<file path="src/rtl/coal_pkg.sv">
package coal_pkg;
   localparam int ELEM_BYTES = 4;

   function automatic bit is_pow2(input int v);
      return (v > 0) && ((v & (v - 1)) == 0);
   endfunction
endpackage

</file>
<file path="src/rtl/coal_leader.sv">
module coal_leader #(
   parameter int LANES = 32,
   localparam int IDX_W = $clog2(LANES)
) (
   input  logic [LANES-1:0] pend,
   output logic             any,
   output logic [IDX_W-1:0] idx
);
   always_comb begin
      any = |pend;
      idx = '0;
      for (int i = LANES - 1; i >= 0; i--) begin
         if (pend[i]) idx = IDX_W'(i);
      end
   end
endmodule

</file>
<file path="src/rtl/coal_seg_match.sv">
module coal_seg_match #(
   parameter int LANES  = 32,
   parameter int ADDR_W = 32,
   parameter int OFS    = 7,
   localparam int IDX_W = $clog2(LANES),
   localparam int SEG_W = ADDR_W - OFS
) (
   input  logic [LANES*SEG_W-1:0] seg_flat,
   input  logic [LANES-1:0]       pend,
   input  logic [IDX_W-1:0]       lead,
   output logic [SEG_W-1:0]       lead_seg,
   output logic [LANES-1:0]       hit
);
   assign lead_seg = seg_flat[lead*SEG_W +: SEG_W];

   for (genvar g = 0; g < LANES; g++) begin : g_lane
      assign hit[g] = pend[g] && (seg_flat[g*SEG_W +: SEG_W] == lead_seg);
   end
endmodule

</file>
<file path="src/rtl/warp_coalescer.sv">
module warp_coalescer #(
   parameter int LANES     = 32,
   parameter int ADDR_W    = 32,
   parameter int SEG_BYTES = 128,
   localparam int OFS   = $clog2(SEG_BYTES),
   localparam int SEG_W = ADDR_W - OFS,
   localparam int IDX_W = $clog2(LANES),
   localparam int CNT_W = $clog2(LANES + 1)
) (
   input  logic                    clk,
   input  logic                    rst_n,
   input  logic                    req_valid,
   output logic                    req_ready,
   input  logic [LANES*ADDR_W-1:0] req_addr,
   input  logic [LANES-1:0]        req_active,
   output logic                    txn_valid,
   input  logic                    txn_ready,
   output logic [ADDR_W-1:0]       txn_base,
   output logic [LANES-1:0]        txn_mask,
   output logic                    done_valid,
   output logic [CNT_W-1:0]        done_count
);
   import coal_pkg::*;

   // elaboration-time parameter checks
   if (LANES < 2) begin : g_bad_lanes
      $error("LANES must be at least 2");
   end
   if (!is_pow2(SEG_BYTES) || SEG_BYTES < ELEM_BYTES) begin : g_bad_seg
      $error("SEG_BYTES must be a power of two no smaller than one element");
   end
   if (ADDR_W <= OFS) begin : g_bad_addr
      $error("ADDR_W must exceed the segment offset width");
   end

   logic                   busy_q;
   logic [LANES-1:0]       pend_q;
   logic [LANES*SEG_W-1:0] seg_q;
   logic [LANES*SEG_W-1:0] seg_in;
   logic [CNT_W-1:0]       cnt_q;

   // only segment numbers are stored; the in-segment offset never matters
   for (genvar g = 0; g < LANES; g++) begin : g_cap
      assign seg_in[g*SEG_W +: SEG_W] = req_addr[g*ADDR_W + OFS +: SEG_W];
   end

   logic             any_pend;
   logic [IDX_W-1:0] lead_idx;
   logic [SEG_W-1:0] lead_seg;
   logic [LANES-1:0] hit;

   coal_leader #(.LANES(LANES)) leader_i (
      .pend (pend_q),
      .any  (any_pend),
      .idx  (lead_idx)
   );

   coal_seg_match #(.LANES(LANES), .ADDR_W(ADDR_W), .OFS(OFS)) match_i (
      .seg_flat (seg_q),
      .pend     (pend_q),
      .lead     (lead_idx),
      .lead_seg (lead_seg),
      .hit      (hit)
   );

   logic             take;
   logic             fire;
   logic [LANES-1:0] pend_nx;

   assign req_ready  = !busy_q;
   assign take       = req_valid && req_ready;
   assign txn_valid  = busy_q && any_pend;
   assign txn_base   = {lead_seg, {OFS{1'b0}}};
   assign txn_mask   = hit;
   assign fire       = txn_valid && txn_ready;
   assign pend_nx    = pend_q & ~hit;
   assign done_valid = busy_q && (!any_pend || (fire && (pend_nx == '0)));
   assign done_count = any_pend ? cnt_q + CNT_W'(1) : cnt_q;

   always_ff @(posedge clk) begin
      if (!rst_n) begin
         busy_q <= 1'b0;
         pend_q <= '0;
         seg_q  <= '0;
         cnt_q  <= '0;
      end else if (take) begin
         busy_q <= 1'b1;
         pend_q <= req_active;
         seg_q  <= seg_in;
         cnt_q  <= '0;
      end else if (busy_q) begin
         if (fire) begin
            pend_q <= pend_nx;
            cnt_q  <= cnt_q + CNT_W'(1);
         end
         if (done_valid) busy_q <= 1'b0;
      end
   end
endmodule

</file>
<file path="config.mk">
export PLATFORM = sky130hd
export DESIGN_NAME = warp_coalescer
export DESIGN_NICKNAME = d
export VERILOG_FILES = /design/src/rtl/coal_pkg.sv /design/src/rtl/coal_leader.sv /design/src/rtl/coal_seg_match.sv /design/src/rtl/warp_coalescer.sv
export SDC_FILE = /design/constraint.sdc
export NUM_CORES = 2
export LEC_CHECK = 0
export BUFFER_PORTS_ARGS = -buffer_cell sky130_fd_sc_hd__buf_2
export CAP_MARGIN = 30
export CORE_AREA = 2 2 446 448
export DETAILED_ROUTE_END_ITERATION = 8
export DIE_AREA = 0 0 448 450
export GPL_TIMING_DRIVEN = 0
export MAX_ROUTING_LAYER = met4
export PLACE_DENSITY_LB_ADDON = 0.12
export SLEW_MARGIN = 40
export SYNTH_ARGS = -nofsm -noshare
export SYNTH_HDL_FRONTEND = slang
export SYNTH_SLANG_ARGS = --single-unit
</file>
<file path="constraint.sdc">
create_clock -name clk -period 7.7 [get_ports clk]
set_input_delay 0.77 -clock clk [delete_from_list [all_inputs] [get_ports clk]]
set_output_delay 0.77 -clock clk [all_outputs]
set_load 0.05 [all_outputs]
</file>
==> out/results.txt <==
Synth Area in Compound Gates: 0.2079
# hold bufs at CTS: 0
IO Pins: 1133
internal cell power: 12.78 mW
Buffers on Ports: 900
later-pin clock latency in the skew report: 0.78 ns
clock power share: 0.168
Gate power share: 0.641
critical setup path kind: reg2out
Multi-input gate area: 0.03475 mm2
Clock Skew: 0.02819 ns
htree depth: 3
maximum clock rate: 110.9 MHz
Synth warnings: 0
Sw Share: 0.5328
FF+latch area: 0.01682 mm2
Worst slew margin: 0.2802
max-cap violations: 0
GR Util All Layers: 0.4893
CP endpoint kind: output pin
FP Rows: 163
unrepaired setup endpoints after global routing: true
clock sink count: 839
total negative slack: -7.972 ns
Power, Total: 27.35 mW
Simple-Gate Fraction of Synth Area: 0.2242
clock-pin slew on the worst setup and hold paths: 0.06 ns
DR DRC count: 36
Crit path required time: 6.93 ns
Reg2Reg Depth: 29
clk buf depth: 3
reg2reg end: busy_q$_SDFF_PN0_
Seq/Total Area, Yosys: 0.3299
Netlist Area Pre-Place: 0.05091 mm2
cells after synthesis: 6535
XOR/XNOR share of the synthesized area: 0.1352
Leak: 28.71 nW
HP Start: req_addr[80]
Worst Hold End: seg_q[59]$_SDFFE_PN0P_
Top cell by count, worst path: buf_16
critical path's top delay family: compound AO/OA/AOI/OAI gates
Placement Cell Area: 0.06185 mm2
RePlAce Congestion: 1.108
Net Sw Power: 14.57 mW
max incr delay on CP: 0.62 ns
global-route wire length before repair: 615800 um
top_reg_cell synth: dfxtp_1
fillcell total: 20890
Buf/Inv on CP: 14
Setup Viol. Count Final: 32
DR iter-0 viols: 8730
antenna violations before repair: 109
Adder-Cell Fraction of Synth Area: 0.0002458
core area: 0.1966 mm2
vias: 62220
Hold Path Class: in2reg
post-route ant nets: 0
Worst EP arrival: 8.25 ns
Flop pwr share: 0.190
fin crit share: 1.171
area grow syn2layout: 42.40%
Avg Inst Size Synth: 7.790 um2
layout cell share with drive strength beyond 1: 0.2725
DIE WIDTH: 448 um
outcome: finished with violations
Routed WL: 497900 um
vias in the first global route: 57820
worst-path maximum fanout: 10
largest family of logic cells by synthesized area: simple AND/OR/NAND/NOR gates
Final nets: 9070
vias per cell: 5.750
Critical-path top delay cell: a21oi_4
Starting Density: 0.2589
crit path launch type: flip-flop
Pwr per Cell Area: 377.3 mW/mm2
gr ovfl total: 0
setup slack, reg-to-reg: 0.33 ns
Die Area: 0.2016 mm2
WL/cell: 46.02 um
Final Cell Area: 0.07249 mm2
CTS root buffer: clkbuf_16
Die Y: 450 um
TritonCTS clock tree: built
flops & latches, synth: 839
library cells used by synthesis: 100
worst hold path depth: 3
maximum vdd drop: 0.2702 mV
TritonCTS buffer count: 97
failing checks: design-rule violations, negative setup slack
largest net degree at the start of global routing: 14
Final WS setup: -1.316 ns
first-pass iteration count of the detailed router: 9
Tightest Pin Transition: 1.079 ns
Async SR Flop Fraction: 0
dpl hpwl: 397800 um
Critical R2R Launch: pend_q[10]$_SDFFE_PN0P_
mux cell area share after synthesis: 0.05601
Tmin final: 9.016 ns
Max Slew Vio Count: 0
number of synthesized flops with an enable pin: 0
Hold Violations, Final: 0
-- how the worst max path moves through the flow --
stage | start | end | depth (start not counted)
CTS | pend_q[17]$_SDFFE_PN0P_ | done_valid | 24
global placement | pend_q[16]$_SDFFE_PN0P_ | done_valid | 21
global route | pend_q[10]$_SDFFE_PN0P_ | done_valid | 28
detailed placement | pend_q[22]$_SDFFE_PN0P_ | done_valid | 26
floorplan | pend_q[1]$_SDFFE_PN0P_ | txn_mask[13] | 19
finish | pend_q[10]$_SDFFE_PN0P_ | done_valid | 30
-- area by class of cell --
type,instances,area share
Multi-Input combinational cell,5145,0.4794
Sequential cell,839,0.2321
Timing Repair Buffer,1374,0.1398
Buffer,500,0.05352
Tap cell,2640,0.04557
Clock buffer,141,0.03909
Clock inverter,30,0.003814
Antenna cell,100,0.003452
Inverter,52,0.003228
-- flip-flops by register name, summed over array words and instances (netlist names) --
signal	flops
seg_q	800
pend_q	32
cnt_q	6
busy_q	1
-- synth_stat cells (all sizes together), types with 21 or more instances --
master / n / area share
nor3: 89 / 0.0091
nand4: 118 / 0.015
a32oi: 67 / 0.012
a22oi: 21 / 0.0031
nand2: 1923 / 0.14
o22ai: 28 / 0.0034
o21ai: 86 / 0.0085
dfxtp: 839 / 0.33
clkbuf: 365 / 0.027
xnor2: 314 / 0.054
inv: 52 / 0.0038
and3: 43 / 0.0053
a2111oi: 25 / 0.0044
and2: 34 / 0.0042
nand3: 127 / 0.012
buf: 140 / 0.016
mux2: 40 / 0.0088
nor4: 93 / 0.012
mux2i: 208 / 0.041
nor2: 129 / 0.010
a21boi: 840 / 0.12
a211oi: 41 / 0.0060
a31oi: 21 / 0.0027
xor2: 472 / 0.081
a21oi: 120 / 0.012
-- metrics by stage --
step / hold slack, ns / utilization / std cells / setup WS [ns]
2_1_floorplan: 0.4405 / - / 6541 / 0.9690
3_3_place_gp: 0.4588 / 0.2988 / 10080 / -10.49
3_5_place_dp: 0.4613 / 0.3146 / 10220 / -4.365
4_1_cts: 0.1980 / 0.3586 / 10630 / -0.9389
5_1_grt: 0.2347 / 0.3684 / 10800 / -1.044
6_report: 0.2273 / 0.3687 / 10820 / -1.316
-- per-layer routing --
| layer | vias up | share of wire | GRT usage |
|---|---|---|---|
| met5 | - | 0 | - |
| met4 | 0 | 0.089 | 0.3400 |
| met3 | 1368 | 0.11 | 0.1859 |
| met2 | 4297 | 0.41 | 0.6908 |
| met1 | 31040 | 0.39 | 0.5672 |
| li1 | 25510 | - | - |
-- kinds of logic (layout without fill, tap and decap cells) --
family                     Yosys count  after routing
AOI/OAI and AO/OA                 1435           1435
xor gates and xnor gates           786            786
adders and majority gates            1              1
buffers and inverters              557           2097
DFF                                839            839
muxes                              262            262
other                                1            107
and+or+nand+nor                   2654           2654
-- worst reg2reg max path: cells and delay by family (launching register included) --
| kind | cells | cell delay (ns) |
|---|---|---|
| xor gates and xnor gates | 1 | 0.13 |
| AOI/OAI and AO/OA | 8 | 2.89 |
| DFF | 1 | 0.35 |
| buffers and inverters | 13 | 2.53 |
| and+or+nand+nor | 7 | 1.36 |
-- power groups by stage --
| stage | registers (mW) | logic [mW] | clock network, mW |
|---|---|---|---|
| 2_1_floorplan | 4.91 | 5.48 | 0 |
| 3_3_place_gp | 5.25 | 12.3 | 0 |
| 3_5_place_dp | 5.26 | 13.3 | 0 |
| 4_1_cts | 5.17 | 15.5 | 4.67 |
| 5_1_grt | 5.19 | 16.9 | 4.84 |
| 6_report | 5.21 | 17.5 | 4.61 |
-- timing repair --
action | in CTS | in global routing
resized for setup | 716 | 234
pin swaps | 133 | 71
setup endpoints to repair | 89 | 32
setup buffers | 246 | 97
-- cell usage in the layout (no fill, tap or decap), types with 74 or more instances in the layout --
master     count
nand3_1      110
xnor2_1      307
dfxtp_1      825
a21oi_1      100
buf_12        74
buf_4        325
mux2i_1      160
diode_2      100
buf_2        885
buf_16        79
clkbuf_1     285
o21ai_0       74
nand4_1      116
a21boi_0     838
buf_6        113
nand2_1     1913
clkbuf_16     99
nor2_1        97
xor2_1       468
Note: power is estimated with default switching activity, not from simulation.
